[config.mk]
export PLATFORM = sky130hd
export DESIGN_NAME = stamp_unit
export DESIGN_NICKNAME = d
export VERILOG_FILES = /design/src/rtl/stamp_pkg.sv /design/src/rtl/stamp_fifo.sv /design/src/rtl/stamp_ctrl.sv /design/src/rtl/stamp_datapath.sv /design/src/rtl/stamp_unit.sv
export SDC_FILE = /design/constraint.sdc
export NUM_CORES = 1
export LEC_CHECK = 0
export CORE_AREA = 2 2 210 212
export CTS_BUF_LIST = sky130_fd_sc_hd__clkbuf_16
export DETAILED_ROUTE_END_ITERATION = 6
export DIE_AREA = 0 0 212 214
export HOLD_SLACK_MARGIN = 0.12
export PLACE_DENSITY = 0.8
export SETUP_SLACK_MARGIN = 0.05
export SLEW_MARGIN = 40
export SYNTH_ARGS = -nofsm -noshare
export SYNTH_HDL_FRONTEND = slang
export SYNTH_SLANG_ARGS = --single-unit
[constraint.sdc]
create_clock -name clk -period 4.54 [get_ports clk]
set_clock_uncertainty 0.15 [all_clocks]
set_input_delay 0.908 -clock clk [delete_from_list [all_inputs] [get_ports clk]]
set_output_delay 0.908 -clock clk [all_outputs]
set_load 0.1 [all_outputs]
[src/rtl/stamp_pkg.sv]
package stamp_pkg;

  // register addresses
  localparam logic [1:0] ADDR_MODE    = 2'd0;
  localparam logic [1:0] ADDR_TIMEOUT = 2'd1;
  localparam logic [1:0] ADDR_CMD     = 2'd2;

  // mode word bit positions
  localparam int MODE_START_BIT = 2;
  localparam int MODE_RISE_BIT  = 9;
  localparam int MODE_FALL_BIT  = 10;

  // command word bit positions
  localparam int CMD_SYNC_BIT   = 0;
  localparam int CMD_CLROVF_BIT = 1;

  // strobes from control to datapath
  typedef struct packed {
    logic clearCount;
    logic refTick;
    logic splitEn;
    logic clearOvf;
  } dpStrobe_t;

  typedef enum logic [0:0] {
    SYNC_IDLE = 1'b0,
    SYNC_WAIT = 1'b1
  } syncState_t;

endpackage

[src/rtl/stamp_fifo.sv]
module stamp_fifo #(
  parameter int W     = 32,
  parameter int DEPTH = 16
) (
  input  logic         clk,
  input  logic         rst_n,
  input  logic         wrEn,
  input  logic [W-1:0] wrData,
  input  logic         rdEn,
  output logic [W-1:0] rdData,
  output logic         empty,
  output logic         full
);
  localparam int AW = (DEPTH > 1) ? $clog2(DEPTH) : 1;
  localparam logic [AW-1:0] LAST_IDX = AW'(DEPTH - 1);
  localparam logic [AW:0]   FULL_CNT = (AW + 1)'(DEPTH);

  logic [W-1:0]  mem [DEPTH];
  logic [AW-1:0] wrPtr, rdPtr;
  logic [AW:0]   used;
  logic          doWr, doRd;

  assign empty  = (used == '0);
  assign full   = (used == FULL_CNT);
  assign doWr   = wrEn && !full;
  assign doRd   = rdEn && !empty;
  assign rdData = mem[rdPtr];

  always_ff @(posedge clk) begin
    if (doWr) mem[wrPtr] <= wrData;
  end

  always_ff @(posedge clk or negedge rst_n) begin
    if (!rst_n) begin
      wrPtr <= '0;
      rdPtr <= '0;
      used  <= '0;
    end else begin
      if (doWr) wrPtr <= (wrPtr == LAST_IDX) ? '0 : wrPtr + 1'b1;
      if (doRd) rdPtr <= (rdPtr == LAST_IDX) ? '0 : rdPtr + 1'b1;
      case ({doWr, doRd})
        2'b10:   used <= used + 1'b1;
        2'b01:   used <= used - 1'b1;
        default: used <= used;
      endcase
    end
  end

endmodule

[src/rtl/stamp_ctrl.sv]
module stamp_ctrl
  import stamp_pkg::*;
#(
  parameter int TO_W        = 24,
  parameter int SYNC_STAGES = 2
) (
  input  logic        clk,
  input  logic        rst_n,
  input  logic        regWrEn,
  input  logic [1:0]  regAddr,
  input  logic [31:0] regWrData,
  input  logic        acqStart,
  input  logic        refClkIn,
  output dpStrobe_t   strobe,
  output logic        syncBusy,
  output logic        syncTimeout
);
  logic            startResetMode, splitRise, splitFall, useFall;
  logic [TO_W-1:0] timeoutLimit, waitCnt;
  logic [SYNC_STAGES:0] refPipe;
  logic            modeWr, toWr, cmdWr, syncReq;
  logic            refRise, refFall, refTick, waitHit, waitExpire;
  syncState_t      state;

  assign modeWr  = regWrEn && (regAddr == ADDR_MODE);
  assign toWr    = regWrEn && (regAddr == ADDR_TIMEOUT);
  assign cmdWr   = regWrEn && (regAddr == ADDR_CMD);
  assign syncReq = cmdWr && regWrData[CMD_SYNC_BIT];

  generate
    if (TO_W < 32) begin : g_unusedHigh
      logic unusedHighBits;
      assign unusedHighBits = ^regWrData[31:TO_W];
    end
  endgenerate

  // configuration registers
  always_ff @(posedge clk or negedge rst_n) begin
    if (!rst_n) begin
      startResetMode <= 1'b0;
      splitRise      <= 1'b0;
      splitFall      <= 1'b0;
      timeoutLimit   <= '0;
    end else begin
      if (modeWr) begin
        startResetMode <= regWrData[MODE_START_BIT];
        splitRise      <= regWrData[MODE_RISE_BIT];
        splitFall      <= regWrData[MODE_FALL_BIT];
      end
      if (toWr) timeoutLimit <= regWrData[TO_W-1:0];
    end
  end

  // reference clock synchroniser plus one stage for edge detection
  always_ff @(posedge clk or negedge rst_n) begin
    if (!rst_n) refPipe <= '0;
    else        refPipe <= {refPipe[SYNC_STAGES-1:0], refClkIn};
  end

  assign refRise = refPipe[SYNC_STAGES-1] && !refPipe[SYNC_STAGES];
  assign refFall = !refPipe[SYNC_STAGES-1] && refPipe[SYNC_STAGES];
  assign useFall = splitFall && !splitRise;
  assign refTick = useFall ? refFall : refRise;

  assign waitHit    = (state == SYNC_WAIT) && !syncReq && refTick;
  assign waitExpire = (timeoutLimit != '0) && (TO_W'(waitCnt + 1'b1) == timeoutLimit);

  // synchronise command sequencer
  always_ff @(posedge clk or negedge rst_n) begin
    if (!rst_n) begin
      state       <= SYNC_IDLE;
      waitCnt     <= '0;
      syncTimeout <= 1'b0;
    end else if (syncReq) begin
      state       <= SYNC_WAIT;
      waitCnt     <= '0;
      syncTimeout <= 1'b0;
    end else if (state == SYNC_WAIT) begin
      if (refTick) begin
        state <= SYNC_IDLE;
      end else if (waitExpire) begin
        state       <= SYNC_IDLE;
        syncTimeout <= 1'b1;
      end else begin
        waitCnt <= waitCnt + 1'b1;
      end
    end
  end

  assign syncBusy          = (state == SYNC_WAIT);
  assign strobe.clearCount = waitHit || (startResetMode && acqStart);
  assign strobe.refTick    = refTick;
  assign strobe.splitEn    = splitRise || splitFall;
  assign strobe.clearOvf   = cmdWr && regWrData[CMD_CLROVF_BIT];

endmodule

[src/rtl/stamp_datapath.sv]
module stamp_datapath
  import stamp_pkg::*;
#(
  parameter int LOW_W      = 16,
  parameter int HIGH_W     = 16,
  parameter int FIFO_DEPTH = 16,
  localparam int CNT_W     = LOW_W + HIGH_W
) (
  input  logic             clk,
  input  logic             rst_n,
  input  dpStrobe_t        strobe,
  input  logic             trigIn,
  input  logic             fifoRdEn,
  output logic [CNT_W-1:0] fifoRdData,
  output logic             fifoEmpty,
  output logic             fifoFull,
  output logic             stampOverflow
);
  logic [HIGH_W-1:0] highCnt;
  logic [LOW_W-1:0]  lowCnt;

  always_ff @(posedge clk or negedge rst_n) begin
    if (!rst_n) begin
      highCnt <= '0;
      lowCnt  <= '0;
    end else if (strobe.clearCount) begin
      highCnt <= '0;
      lowCnt  <= '0;
    end else if (!strobe.splitEn) begin
      {highCnt, lowCnt} <= {highCnt, lowCnt} + 1'b1;
    end else if (strobe.refTick) begin
      highCnt <= highCnt + 1'b1;
      lowCnt  <= '0;
    end else begin
      lowCnt <= lowCnt + 1'b1;
    end
  end

  always_ff @(posedge clk or negedge rst_n) begin
    if (!rst_n)                  stampOverflow <= 1'b0;
    else if (trigIn && fifoFull) stampOverflow <= 1'b1;
    else if (strobe.clearOvf)    stampOverflow <= 1'b0;
  end

  stamp_fifo #(
    .W     (CNT_W),
    .DEPTH (FIFO_DEPTH)
  ) u_fifo (
    .clk    (clk),
    .rst_n  (rst_n),
    .wrEn   (trigIn),
    .wrData ({highCnt, lowCnt}),
    .rdEn   (fifoRdEn),
    .rdData (fifoRdData),
    .empty  (fifoEmpty),
    .full   (fifoFull)
  );

endmodule

[src/rtl/stamp_unit.sv]
module stamp_unit
  import stamp_pkg::*;
#(
  parameter int LOW_W       = 16,
  parameter int HIGH_W      = 16,
  parameter int FIFO_DEPTH  = 16,
  parameter int TO_W        = 24,
  parameter int SYNC_STAGES = 2,
  localparam int CNT_W      = LOW_W + HIGH_W
) (
  input  logic             clk,
  input  logic             rst_n,
  input  logic             regWrEn,
  input  logic [1:0]       regAddr,
  input  logic [31:0]      regWrData,
  input  logic             acqStart,
  input  logic             trigIn,
  input  logic             refClkIn,
  input  logic             fifoRdEn,
  output logic [CNT_W-1:0] fifoRdData,
  output logic             fifoEmpty,
  output logic             fifoFull,
  output logic             syncBusy,
  output logic             syncTimeout,
  output logic             stampOverflow
);
  dpStrobe_t strobe;

  stamp_ctrl #(
    .TO_W        (TO_W),
    .SYNC_STAGES (SYNC_STAGES)
  ) u_ctrl (
    .clk         (clk),
    .rst_n       (rst_n),
    .regWrEn     (regWrEn),
    .regAddr     (regAddr),
    .regWrData   (regWrData),
    .acqStart    (acqStart),
    .refClkIn    (refClkIn),
    .strobe      (strobe),
    .syncBusy    (syncBusy),
    .syncTimeout (syncTimeout)
  );

  stamp_datapath #(
    .LOW_W      (LOW_W),
    .HIGH_W     (HIGH_W),
    .FIFO_DEPTH (FIFO_DEPTH)
  ) u_dp (
    .clk           (clk),
    .rst_n         (rst_n),
    .strobe        (strobe),
    .trigIn        (trigIn),
    .fifoRdEn      (fifoRdEn),
    .fifoRdData    (fifoRdData),
    .fifoEmpty     (fifoEmpty),
    .fifoFull      (fifoFull),
    .stampOverflow (stampOverflow)
  );

endmodule

==> impl_metrics.tcl, run 1 <==
set metrics [dict create \
    wl_per_cell_microns 25.06 \
    drt-initial-drc-count 1597 \
    synthCells 1583 \
    io_pins 78 \
    syn_to_final_growth_pct 14.96 \
    critPathLaunchType "flop" \
    vias 14810 \
    worstReg2RegStart "u_dp.u_fifo.used[0]$_DFFE_PN0P_" \
    crit_arrival_ns 3.22 \
    pre_cts_slack_ns 0.8605 \
    finish.utilization_pct 68.45 \
    n_fill_cell 2690 \
    port_buffers 69 \
    cts.sinks 614 \
    antenna_left 0 \
    hold_viol 0 \
    instances_no_fill 2312 \
    path_cells "nand2_1, buf_4, o21ai_0, a21oi_1, a22oi_1, nand2_1, buf_12" \
    outcome "complete, no violations" \
    p_sw_share_pct 37.89 \
    antenna_found_initial 0 \
    fin_ws_ns 0.2607 \
    hp-class "in -> async" \
    path_max_fanout 23 \
    crit_family "flip-flops" \
    drc 0 \
    fin_nets 1731 \
    slew_headroom_pct 45.15 \
    grt_pass1_wl_microns 89540 \
    rrSetupSlack_ns 0.84 \
    ys_warn_count 0 \
    syn_nets 1637 \
    clock_latency_ns 0.62 \
    path_common_cell "nand2_1" \
    yosysSeqAreaShare_pct 70.21 \
    slowest_delay_ns 0.81 \
    synth.most_common_cell "edfxtp_1" \
    rows 76 \
    cts_buffer_depth 3 \
    finalSetupViolCount 0 \
    p_per_area_mw_per_mm2 672.7 \
    root_buffer "clkbuf_16" \
    synth.distinct_cells 74 \
    yosys_most_used_dff "edfxtp_1" \
    dp.cells 2202 \
    cts_tree "built" \
    cp_slowest_cell "dfrtp_1" \
    start_util_pct 59.54 \
    p_total_mw 19.75 \
    firstDrtPassIters 6 \
    critPathRequiredTime_ns 3.48 \
    via_per_inst 6.407 \
    synth_seq_cells 614 \
    die_w_microns 212 \
    grt-ovfl-total 0 \
    cts_htree_levels 2 \
    cp_num_buf_inv 2 \
    cts_setup_buffers 0 \
    irDropWorstVdd_mv 0.4715 \
    final_layout_size_suffix_gt1_share_pct 19.51 \
    grt_max_degree 69 \
    maxSlewViolCount 0 \
    comb_power_share_pct 38.2 \
    seqPwrFrac_pct 37.7 \
    synth-edff-count 512 \
    fmax_mhz 233.7 \
    track_usage_pct 26.21 \
    clkTransAtPathRegs_ns 0.06 \
    switching_power_mw 7.483 \
    cts-hold-fix-buffers 0 \
    dp_hpwl_microns 32820 \
    async_reset_ff_share_pct 16.61 \
    fin_crit_sh_pct 94.26 \
    setup-tns-final_ns 0 \
    critical_path_class "reg -> out" \
    rr_worst_depth 10 \
    power.leakage_nw 10.36 \
    drv_cap 0 \
    core_sq_mm 0.04289 \
    die_y_microns 214 \
    dieArea_sq_mm 0.04537 \
    diodes 0 \
    reg2reg_to "u_dp.u_fifo.used[4]$_DFFE_PN0P_" \
    cts_resized 0 \
    synth_top_area_share_pct 60.21 \
    syn_avg_cell_area_sq_um 16.13 \
    synth_area_leaders "edfxtp_1, dfrtp_1, mux4_2" \
    rsz0062_at_grt "no" \
    crit_path_end_kind "output port" \
    routed_wl_microns 57940 \
    pwr-share-clk_pct 24.1 \
    numCtsBuffers 58 \
    grt_pass1_vias 15280 \
    synth_commonest_cells "edfxtp_1, dfrtp_1, mux2i_1, o21ai_0, nand2_1" \
    gp_congestion 0.8825 \
    period_minus_slack_ns 4.279 \
    worst_slew_pin_slew_ns 0.8142 \
    p_int_mw 12.26 \
    syn_area_sq_mm 0.02553 \
    synth_top_cell_by_area "edfxtp_1" \
]
-- per-layer routing --
layer / vias up / part of all wire [%] / track usage, %
li1: 6443 / - / -
met1: 7413 / 38 / 34.97
met2: 836 / 51 / 43.69
met3: 120 / 8.6 / 4.530
met4: 0 / 2.7 / 9.437
met5: - / 0 / 0
-- through the flow --
step / cell area [sq um] / hold WS, ns
2_1_floorplan: 25530 / 0.1812
3_3_place_gp: 27490 / 0.1882
3_5_place_dp: 27470 / 0.2002
4_1_cts: 29350 / 0.1602
5_1_grt: 29350 / 0.1942
6_report: 29350 / 0.1481
-- registers in the layout (all words and copies together) (netlist names) --
signal and count:
u_dp.stampOverflow 1, u_ctrl.timeoutLimit 24, u_dp.u_fifo.wrPtr 4, u_ctrl.syncTimeout 1
u_ctrl.waitCnt 24, u_ctrl.refPipe 3, u_dp.u_fifo.rdPtr 4, u_dp.u_fifo.used 5
u_dp.highCnt 16, u_ctrl.startResetMode 1, u_ctrl.splitFall 1, u_dp.lowCnt 16
u_ctrl.syncBusy 1, u_ctrl.splitRise 1, u_dp.u_fifo.mem 512
-- power by group through the flow --
stage | clock (mW) | sequential, mW | combinational (mW)
floorplan | 0 | 7.21 | 5.11
global placement | 0 | 7.47 | 7.43
detailed placement | 0 | 7.53 | 7.54
CTS | 4.82 | 7.43 | 7.58
global route | 5.01 | 7.51 | 7.92
finish | 4.76 | 7.44 | 7.55
-- worst max path at each step --
stage / startpoint / end / slack (ns) / cells past startpoint
2_1_floorplan: trigIn / u_dp.u_fifo.mem[3][0]$_DFFE_PP_ / 0.31 / 4
3_3_place_gp: fifoRdEn / u_dp.u_fifo.used[4]$_DFFE_PN0P_ / 0.95 / 10
3_5_place_dp: fifoRdEn / u_dp.u_fifo.used[4]$_DFFE_PN0P_ / 0.86 / 10
4_1_cts: u_dp.u_fifo.rdPtr[2]$_DFFE_PN0P_ / fifoRdData[5] / 0.26 / 7
5_1_grt: u_dp.u_fifo.rdPtr[2]$_DFFE_PN0P_ / fifoRdData[17] / 0.12 / 7
6_report: u_dp.u_fifo.rdPtr[2]$_DFFE_PN0P_ / fifoRdData[5] / 0.26 / 7
-- cells by family after synthesis --
group | after synthesis | share of synthesized area [%]
xor gates and xnor gates | 66 | 2.264
adders and majority gates | 13 | 0.6664
muxes | 221 | 12.09
AOI/OAI and AO/OA | 267 | 6.689
DFF | 614 | 70.21
buffers and inverters | 96 | 1.705
and+or+nand+nor | 306 | 6.380
-- cells in the final DEF, fill, tap and decap left out, drive strengths merged, types with 17 or more instances in the layout --
cell type and count:
a21oi 57, a221oi 33, a22oi 34, buf 87
clkbuf 58, clkdlybuf4s50 31, clkinv 29, dfrtp 102
edfxtp 512, inv 28, mux2 59, mux2i 98
mux4 64, nand2 90, nand3 21, nand4 21
nor2 65, nor4 17, o21ai 95, xnor2 39
xor2 27
-- final cells by class --
cell class	instances	area (sq um)	area share, %
tap	585	732.0	2.494
clock buffer	58	1451	4.944
sequential	614	17940	61.10
timing repair buffer	118	1470	5.008
clock inverter	52	424.2	1.445
inverter	12	45.04	0.1534
multi-input combinational	873	7296	24.85
(Power assumes the default switching activity.)
==> run 2: changes to the inputs <==
Settings changed: CELL_PAD_IN_SITES_DETAIL_PLACEMENT set to 1, CELL_PAD_IN_SITES_GLOBAL_PLACEMENT set to 1, CORE_AREA 2 2 210 212 to 2 2 223 225, DIE_AREA 0 0 212 214 to 0 0 225 227, PLACE_DENSITY 0.8 to 0.76.
==> run 2 against run 1 <==
Non-clock buffer count decreased by 1; sequential cell count unchanged; routed wire length up 12%; final area up 0.46%; critical path depth unchanged; first-iteration DRC count fell by 19%; die area is 13% higher; utilization shrank 7.7 points; combinational power grew 1%; fmax fell by 1.4%; largest power group unchanged; highest routed layer unchanged.
==> impl_metrics.tcl, run 2 (synthesis results as in run 1) <==
set metrics [dict create \
    outcome "complete, no violations" \
    fin_crit_sh_pct 95.55 \
    setup-tns-final_ns 0 \
    rrSetupSlack_ns 0.85 \
    die_w_microns 225 \
    grt_pass1_vias 16080 \
    wl_per_cell_microns 27.51 \
    drt-initial-drc-count 1289 \
    largestRegisters "u_dp.u_fifo.mem (512), u_ctrl.timeoutLimit (24), u_ctrl.waitCnt (24)" \
    switching_power_mw 7.669 \
    period_minus_slack_ns 4.338 \
    final_common_cell "edfxtp_1" \
    root_buffer "clkbuf_16" \
    fmax_mhz 230.5 \
    comb_power_share_pct 38.1 \
    p_total_mw 20.08 \
    vias 14830 \
    crit_arrival_ns 3.28 \
    port_buffers 69 \
    cts_resized 0 \
    track_usage_pct 26.01 \
    core_sq_mm 0.04855 \
    cts-hold-fix-buffers 0 \
    clock_latency_ns 0.63 \
    rows 81 \
    clkTransAtPathRegs_ns 0.06 \
    hp-class "in -> async" \
    hold_ws_ns 0.1363 \
    p_int_mw 12.41 \
    cts_htree_levels 2 \
    die_y_microns 227 \
    rsz0062_at_grt "no" \
    syn_to_final_growth_pct 15.49 \
    drc 0 \
    cts.sinks 614 \
    critical_path_class "reg -> out" \
    power.leakage_nw 10.41 \
    firstDrtPassIters 5 \
    reg2reg_to "u_dp.highCnt[15]$_DFFE_PN0P_" \
    p_per_area_mw_per_mm2 680.9 \
    critPathLaunchType "flop" \
    drv_cap 0 \
    dieArea_sq_mm 0.05108 \
    rr_worst_depth 8 \
    slew_headroom_pct 45.05 \
    final_layout_size_suffix_gt1_share_pct 19.39 \
    slowest_delay_ns 0.64 \
    mostFrequentLayoutCells "edfxtp_1, mux2i_1, dfrtp_1" \
    antenna_left 0 \
    dp_hpwl_microns 37870 \
    seqPwrFrac_pct 36.9 \
    worstReg2RegStart "u_dp.lowCnt[5]$_DFF_PN0_" \
    regMostFlops "u_dp.u_fifo.mem" \
    finalSetupViolCount 0 \
    fin_nets 1733 \
    numCtsBuffers 61 \
    via_per_inst 6.311 \
    critPathRequiredTime_ns 3.48 \
    diodes 0 \
    io_pins 78 \
    pwr-share-clk_pct 25.0 \
    cp_slowest_cell "dfrtp_4" \
    cts_buffer_depth 3 \
    largest_register_ffs 512 \
    irDropWorstVdd_mv 0.6315 \
    grt_max_degree 54 \
    path_common_cell "buf_4" \
    fin_area_sq_mm 0.02949 \
    start_util_pct 52.60 \
    worst_slew_pin_slew_ns 0.8223 \
    path_cells "buf_4, nor2b_4, buf_4, a221oi_1, a22oi_1, nand2_1, buf_12" \
    maxSlewViolCount 0 \
    routed_wl_microns 64650 \
    gp_congestion 0.8687 \
    cts_setup_buffers 0 \
    grt-ovfl-total 0 \
    path_max_fanout 30 \
    crit_path_end_kind "output port" \
    hold_viol 0 \
    grt_pass1_wl_microns 98550 \
    antenna_found_initial 0 \
    place_area_sq_mm 0.02751 \
    p_sw_share_pct 38.20 \
    cts_tree "built" \
]
run 2: changes by cell type in the layout (fill, tap and decap cells not counted), sizes merged:
| cell | before | now |
|---|---|---|
| buf | 87 | 86 |
| clkbuf | 58 | 62 |
| clkinv | 29 | 23 |
| inv | 28 | 31 |
| bufinv | 7 | 8 |
run 2: final cells by class:
cell class | count | area [sq um]
Fill cell | 4294 | 19060
Sequential cell | 614 | 17940
Multi-Input combinational cell | 873 | 7293
Clock buffer | 62 | 1551
Timing Repair Buffer | 117 | 1459
Tap cell | 622 | 778.2
Clock inverter | 50 | 422.9
Inverter | 12 | 45.04
run 2: worst max-delay path, delay by kind of cell, from the launching register on:
kind                   cells  cell delay, ns
and+or+nand+nor            2            0.25
DFF                        1            0.64
buffers and inverters      3            1.04
AOI/OAI and AO/OA          2            0.69
run 2: metrics by stage:
stage,worst slack (ns),cells,util (%)
floorplan,0.3055,1583,-
global placement,0.9115,2238,56.71
detailed placement,0.7709,2238,56.68
CTS,0.1662,2350,60.74
global route,0.1116,2350,60.75
finish,0.2020,2350,60.75
run 2: worst max path at each step:
stage	start	end	cells after the start
2_1_floorplan	trigIn	u_dp.u_fifo.mem[3][0]$_DFFE_PP_	4
3_3_place_gp	fifoRdEn	u_dp.u_fifo.used[4]$_DFFE_PN0P_	10
3_5_place_dp	u_dp.u_fifo.used[0]$_DFFE_PN0P_	u_dp.u_fifo.used[4]$_DFFE_PN0P_	10
4_1_cts	u_dp.u_fifo.rdPtr[1]$_DFFE_PN0P_	fifoRdData[27]	7
5_1_grt	u_dp.u_fifo.rdPtr[1]$_DFFE_PN0P_	fifoRdData[27]	7
6_report	u_dp.u_fifo.rdPtr[1]$_DFFE_PN0P_	fifoRdData[27]	7
run 2: per-layer routing:
layer  GRT usage, %  share of wire (%)
met5              0                  0
met4          8.011                2.5
met3          3.691                5.3
met2          46.01                 52
met1          33.54                 40
run 2: power by group through the flow:
stage	Clock, mW	Combinational (mW)	Sequential [mW]
2_1_floorplan	0	5.11	7.21
6_report	5.02	7.64	7.42
3_5_place_dp	0	7.64	7.51
5_1_grt	5.27	8.04	7.48
3_3_place_gp	0	7.49	7.44
4_1_cts	5.09	7.70	7.41
